[src/rtl/exc_vec_pkg.sv]
package exc_vec_pkg;
  localparam int CODE_W = 5;
  localparam logic [CODE_W-1:0] EC_TLB_LOAD  = 5'd2;
  localparam logic [CODE_W-1:0] EC_TLB_STORE = 5'd3;
  localparam logic [CODE_W-1:0] EC_CACHE_ERR = 5'd30;

  localparam int OFF_W = 12;
  localparam logic [OFF_W-1:0] OFF_REFILL_N = 12'h000;
  localparam logic [OFF_W-1:0] OFF_REFILL_W = 12'h080;
  localparam logic [OFF_W-1:0] OFF_CACHE    = 12'h100;
  localparam logic [OFF_W-1:0] OFF_GENERAL  = 12'h180;
  localparam logic [OFF_W-1:0] OFF_BOOT     = 12'h200;

  localparam logic [31:0] UNCACHED_WIN   = 32'hA000_0000;
  localparam logic [31:0] WIN_FIELD_MASK = 32'h1FFF_F000;

  typedef enum logic [1:0] {
    VK_GENERAL,
    VK_CACHE,
    VK_REFILL_W,
    VK_REFILL_N
  } vec_kind_t;
endpackage

[src/rtl/exc_vec_offset.sv]
module exc_vec_offset
  import exc_vec_pkg::*;
(
  input  logic [CODE_W-1:0] code,
  input  logic              refill,
  input  logic [1:0]        region,
  input  logic              ux,
  input  logic              kx,
  output vec_kind_t         kind,
  output logic [OFF_W-1:0]  offset
);
  logic is_tlb;
  logic wide_ok;

  always_comb begin
    is_tlb  = (code == EC_TLB_LOAD) || (code == EC_TLB_STORE);
    wide_ok = ((region != 2'd0) || ux) && ((region != 2'd3) || kx);
    if (code == EC_CACHE_ERR)  kind = VK_CACHE;
    else if (is_tlb && refill) kind = wide_ok ? VK_REFILL_W : VK_REFILL_N;
    else                       kind = VK_GENERAL;
  end

  always_comb begin
    unique case (kind)
      VK_CACHE:    offset = OFF_CACHE;
      VK_REFILL_W: offset = OFF_REFILL_W;
      VK_REFILL_N: offset = OFF_REFILL_N;
      default:     offset = OFF_GENERAL;
    endcase
  end

  // a refill never lands on anything but the two refill slots
  always_comb begin
    if (refill && is_tlb)
      a_r5_refill_slot: assert (offset == OFF_REFILL_W || offset == OFF_REFILL_N)
        else $error("R5 refill offset %h", offset);
  end
endmodule

[src/rtl/exc_vec_base.sv]
module exc_vec_base
  import exc_vec_pkg::*;
#(
  parameter int XLEN       = 64,
  parameter int ALIGN_BITS = 12
) (
  input  logic            boot_vec,
  input  logic            cache_err,
  input  logic            segctl_en,
  input  logic            cerr_vec_ovr,
  input  logic [XLEN-1:0] ebase,
  input  logic [XLEN-1:0] boot_base,
  output logic [XLEN-1:0] base
);
  localparam logic [XLEN-1:0] ALIGN_MASK = {XLEN{1'b1}} << ALIGN_BITS;

  logic [XLEN-1:0] win_ext;
  logic [XLEN-1:0] fld_mask;
  logic [XLEN-1:0] boot_vec_base;
  logic            force_win;

  always_comb begin
    win_ext        = {XLEN{UNCACHED_WIN[31]}};
    win_ext[31:0]  = UNCACHED_WIN;
    fld_mask       = '0;
    fld_mask[31:0] = WIN_FIELD_MASK;
    boot_vec_base  = boot_base + {{(XLEN-OFF_W){1'b0}}, OFF_BOOT};
    force_win      = cache_err && !(segctl_en && cerr_vec_ovr);
    if (boot_vec)       base = boot_vec_base;
    else if (force_win) base = win_ext | (ebase & fld_mask);
    else                base = ebase & ALIGN_MASK;
  end

  // outside the boot vector the base is page aligned
  always_comb begin
    if (!boot_vec)
      a_r2_base_aligned: assert (base[ALIGN_BITS-1:0] == '0)
        else $error("R2 base not aligned %h", base);
  end

  // forced cache-error base falls in the uncached window
  always_comb begin
    if (!boot_vec && cache_err && !(segctl_en && cerr_vec_ovr))
      a_r4_uncached_window: assert (base[31:29] == 3'b101)
        else $error("R4 window base %h", base);
  end
endmodule

[src/rtl/exc_vec_cause.sv]
module exc_vec_cause
  import exc_vec_pkg::*;
#(
  parameter int XLEN     = 64,
  parameter int CAUSE_W  = 32,
  parameter int CODE_LSB = 2
) (
  input  logic               take,
  input  logic               exl,
  input  logic [CODE_W-1:0]  code,
  input  logic [XLEN-1:0]    resume_pc,
  input  logic [CAUSE_W-1:0] cause_in,
  output logic [XLEN-1:0]    epc_next,
  output logic               epc_we,
  output logic [CAUSE_W-1:0] cause_next,
  output logic               set_exl
);
  localparam logic [CAUSE_W-1:0] CODE_MASK =
    {{(CAUSE_W-CODE_W){1'b0}}, {CODE_W{1'b1}}} << CODE_LSB;

  always_comb begin
    cause_next = cause_in;
    cause_next[CODE_LSB +: CODE_W] = code;
    epc_next   = resume_pc;
    epc_we     = take && !exl;
    set_exl    = take;
  end

  // bits outside the code field pass through untouched
  always_comb begin
    a_r8_cause_keep: assert (((cause_next ^ cause_in) & ~CODE_MASK) == '0)
      else $error("R8 cause bits disturbed");
  end

  // nested exception never overwrites EPC
  always_comb begin
    if (exl)
      a_r7_no_epc_nested: assert (!epc_we) else $error("R7 EPC written at EXL");
  end
endmodule

[src/rtl/exc_vec_gen.sv]
module exc_vec_gen
  import exc_vec_pkg::*;
#(
  parameter int XLEN       = 64,
  parameter int CAUSE_W    = 32,
  parameter int CODE_LSB   = 2,
  parameter int ALIGN_BITS = 12
) (
  input  logic               exc_take,
  input  logic [4:0]         exc_code,
  input  logic               tlb_refill,
  input  logic [XLEN-1:0]    resume_pc,
  input  logic               boot_vec,
  input  logic               exl,
  input  logic [XLEN-1:0]    ebase,
  input  logic [XLEN-1:0]    boot_base,
  input  logic               segctl_en,
  input  logic               cerr_vec_ovr,
  input  logic [1:0]         badva_region,
  input  logic               ux,
  input  logic               kx,
  input  logic [CAUSE_W-1:0] cause_in,
  output logic [XLEN-1:0]    handler_pc,
  output logic [XLEN-1:0]    epc_next,
  output logic               epc_we,
  output logic [CAUSE_W-1:0] cause_next,
  output logic               set_exl
);
  vec_kind_t        kind;
  logic [OFF_W-1:0] offset;
  logic [XLEN-1:0]  base;

  exc_vec_offset u_offset (
    .code   (exc_code),
    .refill (tlb_refill),
    .region (badva_region),
    .ux     (ux),
    .kx     (kx),
    .kind   (kind),
    .offset (offset)
  );

  exc_vec_base #(.XLEN(XLEN), .ALIGN_BITS(ALIGN_BITS)) u_base (
    .boot_vec     (boot_vec),
    .cache_err    (kind == VK_CACHE),
    .segctl_en    (segctl_en),
    .cerr_vec_ovr (cerr_vec_ovr),
    .ebase        (ebase),
    .boot_base    (boot_base),
    .base         (base)
  );

  exc_vec_cause #(.XLEN(XLEN), .CAUSE_W(CAUSE_W), .CODE_LSB(CODE_LSB)) u_cause (
    .take       (exc_take),
    .exl        (exl),
    .code       (exc_code),
    .resume_pc  (resume_pc),
    .cause_in   (cause_in),
    .epc_next   (epc_next),
    .epc_we     (epc_we),
    .cause_next (cause_next),
    .set_exl    (set_exl)
  );

  always_comb handler_pc = base + {{(XLEN-OFF_W){1'b0}}, offset};

  // a cache error always enters 0x100 past its base
  always_comb begin
    if (exc_code == EC_CACHE_ERR)
      a_r3_cache_offset: assert (handler_pc - base == {{(XLEN-OFF_W){1'b0}}, OFF_CACHE})
        else $error("R3 cache offset");
  end
endmodule

[config.mk]
export PLATFORM = sky130hd
export DESIGN_NAME = exc_vec_gen
export DESIGN_NICKNAME = d
export VERILOG_FILES = /design/src/rtl/exc_vec_pkg.sv /design/src/rtl/exc_vec_offset.sv /design/src/rtl/exc_vec_base.sv /design/src/rtl/exc_vec_cause.sv /design/src/rtl/exc_vec_gen.sv
export SDC_FILE = /design/constraint.sdc
export NUM_CORES = 1
export LEC_CHECK = 0
export ABC_AREA = 1
export CORE_AREA = 2 2 154 156
export DETAILED_ROUTE_END_ITERATION = 8
export DIE_AREA = 0 0 156 158
export PLACE_DENSITY = 0.74
export SLEW_MARGIN = 30
export SYNTH_ARGS = -nofsm -noshare
export SYNTH_HDL_FRONTEND = slang
export SYNTH_HIERARCHICAL = 1
export SYNTH_SLANG_ARGS = --single-unit
[constraint.sdc]
create_clock -name vclk -period 5.7
set_input_delay 0.57 -clock vclk [all_inputs]
set_output_delay 0.57 -clock vclk [all_outputs]
set_load 0.01 [all_outputs]
After elaboration in Yosys (flattened, before gate mapping)
Cells that the tools add are included.
{ "totals": {"wordCells": 26, "in_bits": 239, "mem_bits_rw": 0, "latchBits": 0, "mem_count": 0, "reg_bits": 0, "romBits": 0} }
{ "op_classes": {"bitwise": 0, "n_div": 0, "magnitude_cmp": 0, "n_mul": 0, "reduce_logical": 11, "mux": 6, "n_eq_ne": 7, "addsub": 2, "shifts": 0} }
{ "op_table": {"columns": ["cell", "count"], "rows": [
  ["$mux W64", 2],
  ["$add A64 B10 Y64 const B", 1],
  ["$add A64 B12 Y64", 1],
  ["$pmux W9 S3", 1],
  ["$eq A5 B2 Y1 const B", 2],
  ["$eq A5 B5 Y1 const B", 1],
  ["$logic_and A1 B1 Y1", 5],
  ["$eq A2 B2 Y1 const B", 2],
  ["$mux W2", 2],
  ["$logic_or A1 B1 Y1", 3],
  ["$eq A2 B1 Y1 const B", 1],
  ["$logic_not A1 Y1", 2],
  ["$ne A2 B2 Y1 const B", 1],
  ["$reduce_bool A2 Y1", 1],
  ["$mux W1", 1]
]} }

Longest topological paths before layout
{ "depth": {"depth_word": 11, "ltp_mapped": 22, "ltp_nobuf": 21} }

Modules after synthesis
Netlist, hierarchy kept.
{ "by_module_without_submodules": {"columns": ["mod", "seq_area_each_um2", "cells_each", "area_each_um2", "n_inst"], "rows": [
  ["exc_vec_gen", 0.0, 597, 2892.8, 1],
  ["exc_vec_base", 0.0, 532, 2441.1, 1],
  ["exc_vec_cause", 0.0, 99, 738.2, 1],
  ["exc_vec_offset", 0.0, 32, 180.2, 1]
]} }

Worst setup path before layout
No wires, ideal clock.
{ "synth_path": {"path_kind": "input -> output", "startpoint": "input boot_base[9]", "endpoint": "output handler_pc[27]", "path_buffers": 0, "arrival_time_ps": 2624, "required_ps": 5130, "path_slack_ps": 2506, "cell_stages": 15, "path_cell_list": "ha_1 > nand2_2 > nor2_4 > nand3_1 > xor2_1 > o21ai_0 > nand2_1 > nor2_2 > inv_2 > nor2_4 > inv_2 > nor2_2 > nand2_1 > nand2_1 > xor2_1"} }
{ "synth_between": {"elab_chain_len": 3} }
{ "synth_rtl": {"columns": ["item", "line", "source"], "rows": [
  ["from (decl)", "exc_vec_gen.sv:16", "input logic [XLEN-1:0] boot_base,"],
  ["$add A64 B10 Y64", "exc_vec_base.sv:27", "boot_vec_base = boot_base + {{(XLEN-OFF_W){1'b0}}, OFF_BOOT};"],
  ["$mux W64", "exc_vec_base.sv:29", "if (boot_vec) base = boot_vec_base;"],
  ["named net base[21]", "exc_vec_gen.sv:31", "logic [XLEN-1:0] base;"],
  ["$add A64 B12 Y64", "exc_vec_gen.sv:65", "always_comb handler_pc = base + {{(XLEN-OFF_W){1'b0}}, offset};"],
  ["to (decl)", "exc_vec_gen.sv:23", "output logic [XLEN-1:0] handler_pc,"]
]} }
The timed path passes the listed nets, and every way through them passes these cells.

Worst setup path after layout
{ "layout_path": {"startpoint": "input exc_code[1]", "endpoint": "output handler_pc[30]"} }
{ "layout_between": {"elab_chain_len": 10, "elab_cells_between_ends": 15} }
{ "layout_rtl": {"columns": ["item", "line", "source"], "rows": [
  ["from (decl)", "exc_vec_gen.sv:10", "input logic [4:0] exc_code,"],
  ["$eq A5 B2 Y1", "exc_vec_offset.sv:16", "is_tlb = (code == EC_TLB_LOAD) || (code == EC_TLB_STORE);"],
  ["$logic_or A1 B1 Y1", "exc_vec_offset.sv:16", null],
  ["$logic_and A1 B1 Y1", "exc_vec_offset.sv:19", "else if (is_tlb && refill) kind = wide_ok ? VK_REFILL_W : VK_REFILL_N;"],
  ["$mux W2", "exc_vec_offset.sv:19", null],
  ["$mux W2 (*)", "exc_vec_offset.sv:18", "if (code == EC_CACHE_ERR) kind = VK_CACHE;"],
  ["named net kind[1]", "exc_vec_gen.sv:29", "vec_kind_t kind;"],
  ["$eq A2 B1 Y1 (*)", "exc_vec_gen.sv:45", ".cache_err (kind == VK_CACHE),"],
  ["$logic_and A1 B1 Y1 (*)", "exc_vec_base.sv:28", "force_win = cache_err && !(segctl_en && cerr_vec_ovr);"],
  ["$mux W64 (*)", "exc_vec_base.sv:30", "else if (force_win) base = win_ext | (ebase & fld_mask);"],
  ["$mux W64 (*)", "exc_vec_base.sv:29", null],
  ["named net base[29]", "exc_vec_gen.sv:31", null],
  ["$add A64 B12 Y64 (*)", "exc_vec_gen.sv:65", null]
]} }
The timed path passes the listed nets; every way through them passes the cells marked *.

==> results by stage <==
Timing:
- The transition at the pin with the smallest max-transition slack is about 940 ps.
- Setup repair after global routing left no endpoint under its margin.
- For the final routed database, the setup TNS stands at 0 ps.
- The worst pin sits at a relative slew slack of approximately 36%.
- The number of max-slew violations in the final report is 0.
- The final critical-path required period is between 4000 and 5000 ps.
- The share of the clock period used by the worst path after layout is around 87%.
- The final setup violation count is 0.
- After layout, the worst setup slack is about 700 ps.
- The count of final hold-check violations is 0.
- The worst hold slack after final layout is around 1100 ps.
- The upper clock frequency limit is between 0.2 and 0.25 GHz.

GRT:
- The largest net degree at the start of global routing is 42.
- The total overflow left after global routing is 0.
- Global routing used approximately 22% of the available tracks.
- The via count of the first global-routing pass is between 7000 and 8000.
- The first global-routing pass estimated 42000 um of wire.
- The number of antenna violations at the first check in global routing is 1.

Placement:
- The global placement routability congestion is just under 1.
- The worst slack at placement is between 700 and 800 ps.
- After detailed placement, the total cell area comes to roughly 0.0079 mm2.
- The number of port buffers is between 200 and 250.
- The detailed placement HPWL is between 20000 and 30000 um.
- The number of placed cells counting well taps is roughly 1600.

Logic synthesis:
- The largest area contributor in the netlist is sky130_fd_sc_hd__nand2_1.
- The area fraction in and, or, nand and nor cells after synthesis is ~59%.
- The share of cell area taken by muxes after synthesis is 0%.
- The cell area after technology mapping is ~0.0063 mm2.
- The sequential cell area fraction in the yosys report is 0%.
- The post-synthesis adder-cell area fraction is ~2.9%.
- The number of library cell types mapped by synthesis is 35.
- The top cell type by area accounts for 26.9% of the synthesized area.
- By instance count, the leading cell after synthesis is sky130_fd_sc_hd__nand2_1.
- In the synthesized netlist, the number of instances is about 1300.
- The xor and xnor area share after synthesis is between 7 and 8%.
- The synthesized netlist devotes 7.40% of its cell area to compound gates.
- The count of warnings emitted by yosys is 6.
- After synthesis, the most frequently instantiated cells are sky130_fd_sc_hd__nand2_1, sky130_fd_sc_hd__nor2_1, sky130_fd_sc_hd__inv_1.
- The average instance in the mapped netlist occupies a little under 5 um2.
- In the post-synthesis netlist, the biggest area contributors are sky130_fd_sc_hd__nand2_1, sky130_fd_sc_hd__buf_4, sky130_fd_sc_hd__nor2_1.
- After synthesis, the largest family of logic cells by area is simple AND/OR/NAND/NOR gates.

Setup path:
- The worst setup path is captured at a primary output.
- Walking the worst path, the cells encountered are clkdlybuf4s50_1, nand2_2, nor2_4, nand2_2, nand2_1, inv_1, nor2_1, nand2_1, inv_1, o21ai_0, o21ai_1, nand2_1, inv_1, nand3_1, or2_1, nor2_4, nand2_2, xnor2_1, clkdlybuf4s50_1.
- In this design, the stage delay of the slowest critical-path cell is about 600 ps.
- The launching element type of the critical path is an input pin.
- The cell family contributing the most delay on the critical path is buffers and inverters.
- The standard cell with the maximum stage delay on the critical path is sky130_fd_sc_hd__clkdlybuf4s50_1.
- The data arrival time of the worst path is between 4000 and 5000 ps.
- The maximum fanout along the worst path is 17.
- At the worst endpoint, the required time is between 5000 and 6000 ps.
- The critical path contains buffers and inverters numbering 5 combined.
- The worst setup path category is input pin to primary output.

Route:
- The first TritonRoute pass finished after 5 iterations.
- In the final routed layout, each cell accounts on average for between 15 and 20 um.
- The total routed wirelength is 28100 um.
- The count of nets left with antenna violations once routing finished came out at 0.
- The count of unresolved DRC violations after routing is 0.
- The number of vias per cell is between 4 and 5.
- Detailed routing inserted a total of roughly 8000 vias.
- The initial DRC count is 461.

Cells and area:
- The repair_antennas step left the layout with diodes totalling 0.
- The number of nets at the end of the flow is 1613.
- The area taken by flip-flops and latches is 0 um2.
- The post-route cell area is approximately 0.0079 mm2.
- The final-layout clock buffer total is 0.
- The count of sequential standard cells is 0.
- Summing all multi-input logic gate instances after layout gives approximately 0.005 mm2.
- Cells fill 34.2% of the core in the end.
- Compared with the post-synthesis result, the final layout area differs by 26.2%.
- The final non-filler cell total is 1648.
- The share of cells above drive strength 1 is 6.19%.
- The fill cell instance count of the final layout is around 2600.

Status:
- The run finished with clean final reports.

Floorplanning:
- The boundary pin count is between 400 and 500.
- The site row count is 56.
- For this configuration, the core starts out at a cell density of a little over a quarter.
- The area of the die is about 0.025 mm2.
- The die is 158 um tall.
- The die is 156 um wide.
- The standard cell core area is 0.0231 mm2.

Power and ir drop:
- For this design the static power due to leakage is about 3.6 nW.
- The total power draw is between 0.5 and 0.6 mW.
- The peak supply drop is between 0.02 and 0.03 mV.
- The power density of the placed cells is roughly 73 mW/mm2.

Job:
- The count of maximum capacitance violations is 0.

Clock tree:
- The post-cts sizing count is 0.
- The quantity of hold-fixing buffers added after cts is 0.
- The buffer count from post-CTS setup fixing is 0.

Min path:
- The path type of the worst min-delay path is input pin to primary output.
## per-layer routing
metal | global-route usage, % | part of all wire, % | vias up
met2 | 40.0 | 48 | 330
met1 | 26.9 | 41 | 3643
met5 | 0 | 0.046 | -
met3 | 2.76 | 7.1 | 71
met4 | 7.21 | 3.8 | 2
li1 | - | - | 4041
## cell usage in the layout (no fill, tap or decap)
cell                              netlist  final
sky130_fd_sc_hd__nor3_4                 2      2
sky130_fd_sc_hd__nand4_1               39     39
sky130_fd_sc_hd__conb_1                 1     10
sky130_fd_sc_hd__a31oi_1                1      1
sky130_fd_sc_hd__nor3_2                 1      1
sky130_fd_sc_hd__nand3b_1              15     15
sky130_fd_sc_hd__inv_1                137    137
sky130_fd_sc_hd__o21ai_1               17     18
sky130_fd_sc_hd__or2_1                  4      4
sky130_fd_sc_hd__nor2_1               158    158
sky130_fd_sc_hd__nor2b_1                1      1
sky130_fd_sc_hd__a21o_1                 1      1
sky130_fd_sc_hd__buf_12                 0      1
sky130_fd_sc_hd__buf_4                107      9
sky130_fd_sc_hd__xor2_1                36     36
sky130_fd_sc_hd__nand2_2               21     21
sky130_fd_sc_hd__nand3_1               93     93
sky130_fd_sc_hd__nand2_1              448    448
sky130_fd_sc_hd__nand2_4                2      2
sky130_fd_sc_hd__xnor2_1               21     21
sky130_fd_sc_hd__nor3b_2                1      1
sky130_fd_sc_hd__nor2_8                 1      1
sky130_fd_sc_hd__nand3_2                2      2
sky130_fd_sc_hd__nand4_2                1      1
sky130_fd_sc_hd__a21oi_1                8      8
sky130_fd_sc_hd__o21bai_1               7      7
sky130_fd_sc_hd__nor3_1                13     13
sky130_fd_sc_hd__ha_1                  13     13
sky130_fd_sc_hd__o21ai_2                3      3
sky130_fd_sc_hd__inv_2                 11     11
sky130_fd_sc_hd__clkdlybuf4s50_1        0    202
sky130_fd_sc_hd__o21ai_0               49     48
sky130_fd_sc_hd__nor2_4                 9      9
sky130_fd_sc_hd__fa_1                   1      1
sky130_fd_sc_hd__nor2_2                20     20
## power by group
part / switching (mW) / leakage, nW / internal [mW] / total (mW)
clock network: 0 / 0 / 0 / 0
logic: 0.318 / 3.62 / 0.255 / 0.572
registers: 0 / 0 / 0 / 0
## area by class of cell
class,instances,area share (%)
repair buffers,212,26.7
inverters,148,7.04
multi-input cells,998,61.6
well taps,290,4.60
## worst paths after layout
kind,cells after the start,startpoint,slack (ps),to
max,19,exc_code[1],720,handler_pc[30]
min,0,cause_in[12],1140,cause_next[12]
## logic make-up (layout without fill, tap and decap cells)
logic type / Yosys count / in the layout
compound gates: 86 / 86
xor+xnor: 57 / 57
fa+ha+maj: 14 / 14
buf+inv: 271 / 360
other cells: 1 / 10
simple gates: 831 / 831
No activity file was read; power rests on OpenSTA's default activity.
